## config.mk

```make
export PLATFORM = sky130hd
export DESIGN_NAME = dram_ctl_decoder
export DESIGN_NICKNAME = d
export VERILOG_FILES = /design/src/rtl/dram_dec_pkg.sv /design/src/rtl/dram_pin_edges.sv /design/src/rtl/dram_mode_ctl.sv /design/src/rtl/dram_cell_array.sv /design/src/rtl/dram_ctl_decoder.sv
export SDC_FILE = /design/constraint.sdc
export NUM_CORES = 1
export LEC_CHECK = 0
export BUFFER_PORTS_ARGS = -buffer_cell sky130_fd_sc_hd__buf_2
export CORE_UTILIZATION = 45
export DETAILED_ROUTE_END_ITERATION = 10
export PLACE_DENSITY_LB_ADDON = 0.15
export SLEW_MARGIN = 30
export SYNTH_ARGS = -nofsm -noshare
export SYNTH_HDL_FRONTEND = slang
export SYNTH_HIERARCHICAL = 1
export SYNTH_SLANG_ARGS = --single-unit
```

## constraint.sdc

```tcl
create_clock -name clk -period 2.88 [get_ports clk]
set_input_delay 0.144 -clock clk [delete_from_list [all_inputs] [get_ports clk]]
set_output_delay 0.144 -clock clk [all_outputs]
set_load 0.1 [all_outputs]
```

## src/rtl/dram_dec_pkg.sv

```systemverilog
`timescale 1ns/1ps
package dram_dec_pkg;
   // Phase of the current row-strobe cycle
   typedef enum logic [1:0] {
      CY_IDLE    = 2'd0,   // row strobe high
      CY_ROWOPEN = 2'd1,   // row strobe fell with column strobe high
      CY_CBR     = 2'd2,   // row strobe fell with column strobe already low
      CY_ACCESS  = 2'd3    // column strobe fell inside an open row
   } cyc_t;

   localparam int GROUP_CELLS = 4;
endpackage

```

## src/rtl/dram_pin_edges.sv

```systemverilog
`timescale 1ns/1ps
module dram_pin_edges #(
   parameter int N = 3
) (
   input  logic         clk,
   input  logic         rst_n,
   input  logic [N-1:0] pins_n,
   output logic [N-1:0] fall,
   output logic [N-1:0] rise
);
   if (N < 1) begin : g_bad_n
      $error("dram_pin_edges: N must be at least 1");
   end

   logic [N-1:0] prev_q;

   // strobes idle high, so reset to 1 to avoid a false edge
   always_ff @(posedge clk or negedge rst_n) begin
      if (!rst_n) prev_q <= '1;
      else        prev_q <= pins_n;
   end

   assign fall = prev_q & ~pins_n;
   assign rise = ~prev_q & pins_n;
endmodule

```

## src/rtl/dram_mode_ctl.sv

```systemverilog
`timescale 1ns/1ps
module dram_mode_ctl #(
   parameter int INIT_CYCLES = 8
) (
   input  logic clk,
   input  logic rst_n,
   input  logic ev_refresh,
   input  logic ev_tentry,
   output logic init_done,
   output logic test_mode
);
   localparam int CW = $clog2(INIT_CYCLES + 1);

   if (INIT_CYCLES < 1) begin : g_bad_init
      $error("dram_mode_ctl: INIT_CYCLES must be at least 1");
   end

   logic [CW-1:0] cnt_q;

   assign init_done = (cnt_q == CW'(INIT_CYCLES));

   always_ff @(posedge clk or negedge rst_n) begin
      if (!rst_n) begin
         cnt_q     <= '0;
         test_mode <= 1'b0;
      end else begin
         if (ev_refresh && !init_done) cnt_q <= cnt_q + 1'b1;
         if (ev_tentry)       test_mode <= 1'b1;
         else if (ev_refresh) test_mode <= 1'b0;
      end
   end


   tm_enter_chk: assert property (@(posedge clk) disable iff (!rst_n)
      ev_tentry |=> test_mode);

   tm_exit_chk: assert property (@(posedge clk) disable iff (!rst_n)
      ev_refresh |=> !test_mode);

   tm_hold_chk: assert property (@(posedge clk) disable iff (!rst_n)
      (!ev_tentry && !ev_refresh) |=> $stable(test_mode));

   init_hold_chk: assert property (@(posedge clk) disable iff (!rst_n)
      init_done |=> init_done);
endmodule

```

## src/rtl/dram_cell_array.sv

```systemverilog
`timescale 1ns/1ps
module dram_cell_array #(
   parameter int ROW_W        = 4,
   parameter int COL_W        = 3,
   parameter int TEST_ROW_BIT = ROW_W - 1
) (
   input  logic             clk,
   input  logic             rst_n,
   input  logic             wr_en,
   input  logic             grp_mode,
   input  logic [ROW_W-1:0] wr_row,
   input  logic [COL_W-1:0] wr_col,
   input  logic             wr_bit,
   input  logic [ROW_W-1:0] rd_row,
   input  logic [COL_W-1:0] rd_col,
   output logic             rd_val
);
   localparam int COLS  = 1 << COL_W;
   localparam int CELLS = (1 << ROW_W) * COLS;
   localparam logic [ROW_W-1:0] RMASK = ROW_W'(1) << TEST_ROW_BIT;
   localparam logic [COL_W-1:0] CMASK = COL_W'(1);

   if (TEST_ROW_BIT >= ROW_W || TEST_ROW_BIT < 0) begin : g_bad_trow
      $error("dram_cell_array: TEST_ROW_BIT outside the row address");
   end
   if (COL_W < 1) begin : g_bad_col
      $error("dram_cell_array: COL_W must be at least 1");
   end

   logic [CELLS-1:0] cells;

   for (genvar gi = 0; gi < CELLS; gi++) begin : g_cell
      localparam logic [ROW_W-1:0] CR = ROW_W'(gi / COLS);
      localparam logic [COL_W-1:0] CC = COL_W'(gi % COLS);
      logic hit;
      logic bit_q;
      assign hit = grp_mode ?
                   (((CR | RMASK) == (wr_row | RMASK)) && ((CC | CMASK) == (wr_col | CMASK))) :
                   ((CR == wr_row) && (CC == wr_col));
      always_ff @(posedge clk or negedge rst_n) begin
         if (!rst_n)             bit_q <= 1'b0;
         else if (wr_en && hit)  bit_q <= wr_bit;
      end
      assign cells[gi] = bit_q;
   end

   logic [ROW_W-1:0] r_lo, r_hi;
   logic [COL_W-1:0] c_lo, c_hi;
   logic [dram_dec_pkg::GROUP_CELLS-1:0] grp_bits;

   assign r_lo = rd_row & ~RMASK;
   assign r_hi = rd_row | RMASK;
   assign c_lo = rd_col & ~CMASK;
   assign c_hi = rd_col | CMASK;
   assign grp_bits = {cells[{r_hi, c_hi}], cells[{r_hi, c_lo}],
                      cells[{r_lo, c_hi}], cells[{r_lo, c_lo}]};

   assign rd_val = grp_mode ? ((&grp_bits) | ~(|grp_bits)) : cells[{rd_row, rd_col}];
endmodule

```

## src/rtl/dram_ctl_decoder.sv

```systemverilog
`timescale 1ns/1ps
module dram_ctl_decoder
   import dram_dec_pkg::*;
#(
   parameter int ROW_W        = 4,
   parameter int COL_W        = 3,
   parameter int INIT_CYCLES  = 8,
   parameter int TEST_ROW_BIT = ROW_W - 1,
   parameter int ADDR_W       = (ROW_W > COL_W) ? ROW_W : COL_W
) (
   input  logic              clk,
   input  logic              rst_n,
   input  logic              ras_n,
   input  logic              cas_n,
   input  logic              we_n,
   input  logic              oe_n,
   input  logic [ADDR_W-1:0] addr,
   input  logic              din,
   output logic              dout,
   output logic              dout_en
);
   if (ADDR_W < ROW_W || ADDR_W < COL_W) begin : g_bad_addr
      $error("dram_ctl_decoder: ADDR_W narrower than row or column");
   end

   logic [2:0] fall, rise;
   dram_pin_edges #(.N(3)) u_edges (
      .clk(clk), .rst_n(rst_n), .pins_n({ras_n, cas_n, we_n}),
      .fall(fall), .rise(rise)
   );

   logic ras_fall, ras_rise, cas_fall, cas_rise, we_fall;
   assign ras_fall = fall[2];
   assign ras_rise = rise[2];
   assign cas_fall = fall[1];
   assign cas_rise = rise[1];
   assign we_fall  = fall[0];
   logic unused_we_rise;
   assign unused_we_rise = rise[0];

   cyc_t             cyc_q;
   logic [ROW_W-1:0] row_q;
   logic [COL_W-1:0] col_q;
   logic             rd_act, rd_bit;
   logic [1:0]       lat_q;
   logic             init_done, test_mode, rd_val;

   logic acc_start, ev_cbr, ev_tentry, ev_ror, ev_refresh;
   logic early_wr, rmw_wr, wr_en;
   logic [COL_W-1:0] wr_col;

   assign acc_start  = cas_fall && !ras_n && (cyc_q == CY_ROWOPEN);
   assign ev_cbr     = ras_fall && !cas_n && we_n;
   assign ev_tentry  = ras_fall && !cas_n && !we_n;
   assign ev_ror     = ras_rise && (cyc_q == CY_ROWOPEN);
   assign ev_refresh = ev_cbr || ev_ror;
   assign early_wr   = acc_start && !we_n && init_done;
   assign rmw_wr     = we_fall && !cas_n && !ras_n && rd_act && init_done;
   assign wr_en      = early_wr || rmw_wr;
   assign wr_col     = acc_start ? addr[COL_W-1:0] : col_q;

   dram_mode_ctl #(.INIT_CYCLES(INIT_CYCLES)) u_mode (
      .clk(clk), .rst_n(rst_n), .ev_refresh(ev_refresh), .ev_tentry(ev_tentry),
      .init_done(init_done), .test_mode(test_mode)
   );

   dram_cell_array #(.ROW_W(ROW_W), .COL_W(COL_W), .TEST_ROW_BIT(TEST_ROW_BIT)) u_array (
      .clk(clk), .rst_n(rst_n), .wr_en(wr_en), .grp_mode(test_mode),
      .wr_row(row_q), .wr_col(wr_col), .wr_bit(din),
      .rd_row(row_q), .rd_col(col_q), .rd_val(rd_val)
   );

   always_ff @(posedge clk or negedge rst_n) begin
      if (!rst_n) begin
         cyc_q  <= CY_IDLE;
         row_q  <= '0;
         col_q  <= '0;
         rd_act <= 1'b0;
         lat_q  <= '0;
         rd_bit <= 1'b0;
      end else begin
         if (ras_fall) begin
            row_q <= addr[ROW_W-1:0];
            cyc_q <= cas_n ? CY_ROWOPEN : CY_CBR;
         end else if (ras_rise) begin
            cyc_q <= CY_IDLE;
         end else if (acc_start) begin
            cyc_q <= CY_ACCESS;
         end
         if (acc_start) col_q <= addr[COL_W-1:0];
         if (ras_rise || cas_rise) begin
            rd_act <= 1'b0;
            lat_q  <= '0;
         end else if (acc_start && we_n && init_done) begin
            rd_act <= 1'b1;
            lat_q  <= test_mode ? 2'd2 : 2'd1;
         end else if (rd_act && lat_q != 2'd0) begin
            lat_q <= lat_q - 2'd1;
            if (lat_q == 2'd1) rd_bit <= rd_val;
         end
      end
   end

   assign dout_en = rd_act && (lat_q == 2'd0) && !oe_n && !cas_n && !ras_n;
   assign dout    = dout_en ? rd_bit : 1'b0;


   out_after_init_chk: assert property (@(posedge clk) disable iff (!rst_n)
      dout_en |-> init_done);

   no_early_out_chk: assert property (@(posedge clk) disable iff (!rst_n)
      acc_start |=> !dout_en);

   early_wr_quiet_chk: assert property (@(posedge clk) disable iff (!rst_n)
      (acc_start && !we_n) |=> ##1 !dout_en);

   rmw_hold_chk: assert property (@(posedge clk) disable iff (!rst_n)
      (rmw_wr && dout_en) |=> (!dout_en || dout == $past(dout)));
endmodule

```

# Word level (Yosys, flattened, before mapping)
# Index checks and enable logic that the tools add are counted.
# word_totals
wordCells	669
reg_bits	149
# classes
eq_ne	35
reduce_logical	329
mux	153
bitwise	8
n_lt_le_gt_ge	5
addsub	2
# op_table
op	n
logical AND 1 bit	308
two-way mux 1 bit	139
== test 4 bit (first input constant)	8
== test 3 bit (first input constant)	8
< comparator 7 x 8 -> 1 bit (second input constant)	3
binary-select mux 1 bit (select 5 bit)	4
== test 3 x 4 -> 1 bit (first input constant)	4
< comparator 6 x 8 -> 1 bit (second input constant)	2
two-way mux 2 bit	8
== test 2 x 3 -> 1 bit (first input constant)	4
== test 2 x 4 -> 1 bit (first input constant)	2
AND reduction 4 bit	2
binary-select mux 1 bit (select 7 bit)	1
AND 3 bit	2
== test 1 x 3 -> 1 bit (first input constant)	2
zero test 3 bit	2
NOT 3 bit	2
nonzero test 2 bit	3
nonzero test 3 bit	2
zero test 1 bit	5
adder 4 x 1 -> 4 bit (second input constant)	1
== test 1 x 4 -> 1 bit (first input constant)	1
== test 2 x 1 -> 1 bit (second input constant)	2
== test 2 bit (first input constant)	2
other kinds (10)	15

# Depth between registers and ports, before layout
# depth
word_depth	9
depth_mapped	12
mapped_depth_nobuf	9

# Hierarchy
# Netlist, hierarchy kept.
# by_module_without_submodules
mod	cells_per_inst	area_per_inst_um2	seq_area_each_um2	n_inst
dram_cell_array	869	8743.4	3203.1	1
dram_ctl_decoder	64	683.2	325.3	1
dram_mode_ctl	22	244.0	125.1	1
dram_pin_edges	9	131.4	78.8	1

# Worst setup path before layout
# OpenSTA, ideal clock, no wires.
# synth_path
kind	flip-flop to flip-flop
from	register u_edges.prev_q[1]
to	register u_array.g_cell[25].bit_q
required_time_ns	2.755
synth_period_minus_slack_ns	2.695
t_arrival_ns	2.570
path_buffers	2
path_stages_with_launch	12
slack_ns	0.185
setup_ns	0.125
path_cell_list	dfstp_2 -> and2b_2 -> and4bb_2 -> nand2_1 -> nand2_1 -> clkbuf_1 -> nor2_1 -> nand2_1 -> clkbuf_1 -> nor2_1 -> o21ai_0 -> mux2_2
# synth_between
elab_chain_cells	8
word_cells_on_any_way	13
# synth_rtl
element	line_no	rtl
start: declaration	dram_pin_edges.sv:15	logic [N-1:0] prev_q;
start signal: assignment	dram_pin_edges.sv:20	else prev_q <= pins_n;
AND 3 bit *	dram_pin_edges.sv:23	assign fall = prev_q & ~pins_n;
named net fall[1]	dram_ctl_decoder.sv:26	logic [2:0] fall, rise;
logical AND 1 bit * (2 in a row)	dram_ctl_decoder.sv:52	assign acc_start = cas_fall && !ras_n && (cyc_q == CY_ROWOPEN);
two-way mux 3 bit *	n/a	
named net wr_col[2]	dram_ctl_decoder.sv:50	logic [COL_W-1:0] wr_col;
== test 1 x 3 -> 1 bit or zero test 2 bit (tied branches)	dram_cell_array.sv:39, dram_cell_array.sv:38	
logical AND 1 bit (on tied branches)	dram_cell_array.sv:39, dram_cell_array.sv:38	
two-way mux 1 bit *	dram_cell_array.sv:37	assign hit = grp_mode ?
logical AND 1 bit *	dram_cell_array.sv:42	else if (wr_en && hit) bit_q <= wr_bit;
end signal: assignment	dram_cell_array.sv:42	
end: declaration	dram_cell_array.sv:36	logic bit_q;
# The timed path passes the listed nets; every way through them passes the cells marked *.
# A chain may end at the register's enable or synchronous reset.

# Final worst setup path
# layout_path
from	register u_edges.prev_q[1]
to	register u_array.g_cell[109].bit_q
# layout_between
elab_chain_cells	8
word_cells_on_any_way	13
# layout_rtl
element	line_no
AND 3 bit *	dram_pin_edges.sv:23
named net fall[1]	dram_ctl_decoder.sv:26
logical AND 1 bit * (2 in a row)	dram_ctl_decoder.sv:52
two-way mux 3 bit *	n/a
named net wr_col[2]	dram_ctl_decoder.sv:50
== test 3 bit or == test 2 bit (tied branches)	dram_cell_array.sv:39, dram_cell_array.sv:38
logical AND 1 bit (on tied branches)	dram_cell_array.sv:39, dram_cell_array.sv:38
two-way mux 1 bit *	dram_cell_array.sv:37
logical AND 1 bit *	dram_cell_array.sv:42
end signal: assignment	dram_cell_array.sv:42
end: declaration	dram_cell_array.sv:36
# Marks and branches as above.

==> summary.md <==
### Place
- post-detailed-placement half-perimeter wirelength: 18900 um
- IO buf count: 12
- post-placement worst setup slack: -0.0469 ns
- last weighted congestion value of the routability-driven placer: 0.857

### STA
- final clock period utilization by the worst path: 94.9%
- total of endpoints with negative setup slack in the final report: 0
- final critical path time including I/O delays and setup: 2.73 ns
- Worst Skew: 0.0118 ns
- worst-margin pin slew: 0.832 ns
- worst rel slew slack: 44.5%
- RSZ-0062 raised after global routing: no
- worst setup margin: 0.146 ns
- final-report hold violation count: 0
- sum of negative setup slack: 0 ns
- highest clock frequency the design can meet: 0.366 GHz
- Final Max Tran Viols: 0

### Layout
- register cell area after layout: 0.00374 mm^2
- commonest non-fill, non-tap cell in the layout: dfrtp_1
- Ant. Diodes: 0
- Final #Nets: 990
- layout cell share with drive strength beyond 1: 32.4%
- P&R area growth vs syn: 13.1%
- Filler cells: 1914
- most frequent cells in the layout: dfrtp_1, nor2_1, mux2_2
- area taken by multi-input logic gates: 0.00566 mm^2

### Die
- Die Area: 0.0224 mm^2
- floorplan die height: 150 um
- Ports: 13
- Starting Density: 46.3%
- core box area: 0.0212 mm^2
- Die Span X: 150 um
- number of core rows: 53

### Setup path
- Critical Path Source Type: register
- CP Data Arrival Time: 3.05 ns
- worst setup path category: reg2reg
- startpoint of the most critical register-to-register path: u_edges/prev_q[1]
- nature of the critical path endpoint: register
- startpoint of the most critical setup path: u_edges/prev_q[1]
- Max Fanout on Critical Path: 10
- required time of the worst setup path: 3.20 ns

### Power and ir drop
- Peak VDD IR: 0.326 mV
- power density over cell area: 568 mW/mm^2
- static leakage: 4.64 nW

### GRT
- peak-usage layer in the global routing report: met2
- total track usage: 26.7%
- number of antenna violations at the first check in global routing: 0
- routing usage on met3: 5.00%
- pin count of the biggest net entering global routing: 66
- wire length of the first global-routing pass: 44200 um
- global route overflow: 0
- vias in the first global route: 7425
- GRT met1 Usage: 37.5%
- GRT met2 Usage: 41.1%

### Clock tree
- number of buffers between clock root and the deepest sink: 2
- root buffer cell: clkbuf_16
- number of CTS-inserted buffers: 17
- # clock sinks: 149
- number of levels the H-tree was split into: 4
- clock transition at the registers of the reported paths: 0.06 ns
- clock tree from TritonCTS: built
- insertion delay to the later sink of the worst-skew pair: 0.44 ns

### Status
- status: complete, no violations

### Min path
- Hold/Removal Path Class: in2async

### Logic synthesis
- gate count after technology mapping: 963
- yosys warns: 6
- post-synth design cell area: 0.00979 mm^2
- average size of a mapped cell: 10.2 um^2
- nets in the synthesized netlist: 978

### Detailed routing
- First DRT Iteration DRCs: 711
- routed length per instance: 22.2 um
- Routed Antenna Nets: 0
- number of remaining DRC errors: 0
- via count: 7715
- Detailed Route WL: 28100 um
- per-cell via count in the routed design: 6.11
- drt pass-1 iters: 5

### Flow run
- reported max-cap violation count: 0

[sequential cells by signal, indices dropped and copies added, names as in the netlist]
name                  flops
cyc_q                     2
row_q                     4
col_q                     3
lat_q                     2
u_mode/cnt_q              4
u_array/g_cell.bit_q    128
rd_bit                    1
u_edges/prev_q            3
u_mode/test_mode          1
rd_act                    1
[power breakdown]
group | internal, mW | switching, mW | total (mW) | leakage [nW]
clock network | 1.35 | 0.883 | 2.23 | 0.286
logic | 0.661 | 1.07 | 1.73 | 2.31
registers | 2.17 | 0.172 | 2.34 | 2.05
[per-stage QoR]
stage | hold WS (ns) | cells | instance area, um^2 | util [%] | power [mW]
after floorplan | -0.152 | 963 | 9790 | - | 3.37
after global placement | 0.112 | 1223 | 10400 | 49.2 | 4.06
after detailed placement | 0.106 | 1223 | 10400 | 49.2 | 4.06
after CTS | 0.203 | 1263 | 11100 | 52.3 | 6.33
after global routing | 0.241 | 1263 | 11100 | 52.4 | 6.57
final | 0.207 | 1263 | 11100 | 52.4 | 6.30
[final timing paths]
| path | to | slack, ns | cells after the start |
|---|---|---|---|
| min in group clk | u_array/g_cell[67].bit_q | 0.38 | 2 |
| worst min register to register | u_mode/cnt_q[3] | 0.50 | 1 |
| worst max-delay path | u_array/g_cell[109].bit_q | 0.15 | 11 |
| worst max register to register | u_array/g_cell[109].bit_q | 0.15 | 11 |
| worst min-delay path | u_mode/cnt_q[3] | 0.21 | 2 |
| max in group asynchronous | u_array/g_cell[48].bit_q | 1.88 | 3 |
[repair_timing]
action	4_1_cts	5_1_grt
gates cloned	0	0
endpoints found under the hold margin	50	0
hold buffers	8	0
buffers inserted	0	0
resized for setup	1	15
endpoints found under the setup margin	15	98
[worst max-delay path: stages (launching register included)]
cell      delay (ns)
dfstp_2         0.52
and2b_2         0.14
and4bb_2        0.31
nand2_1         0.09
nand2_2         0.21
nor2b_1         0.22
buf_4           0.16
nand2_1         0.04
a21boi_0        0.36
buf_4           0.19
o21ai_0         0.10
mux2_2          0.29
[layer usage]
metal  up-vias  routed length [um]
met2       222               13000
met4         0                 576
li1       3514                   -
met1      3940               12900
met3        39                1580
met5         -                   0
[layout make-up]
type	instances	area share, %
repair buffers	81	6.49
multi-input cells	718	51.1
clock inverters	7	0.870
well taps	275	3.11
flip-flops and latches	149	33.8
inverters	8	0.271
clock buffers	25	4.38
(Power assumes the default switching activity.)
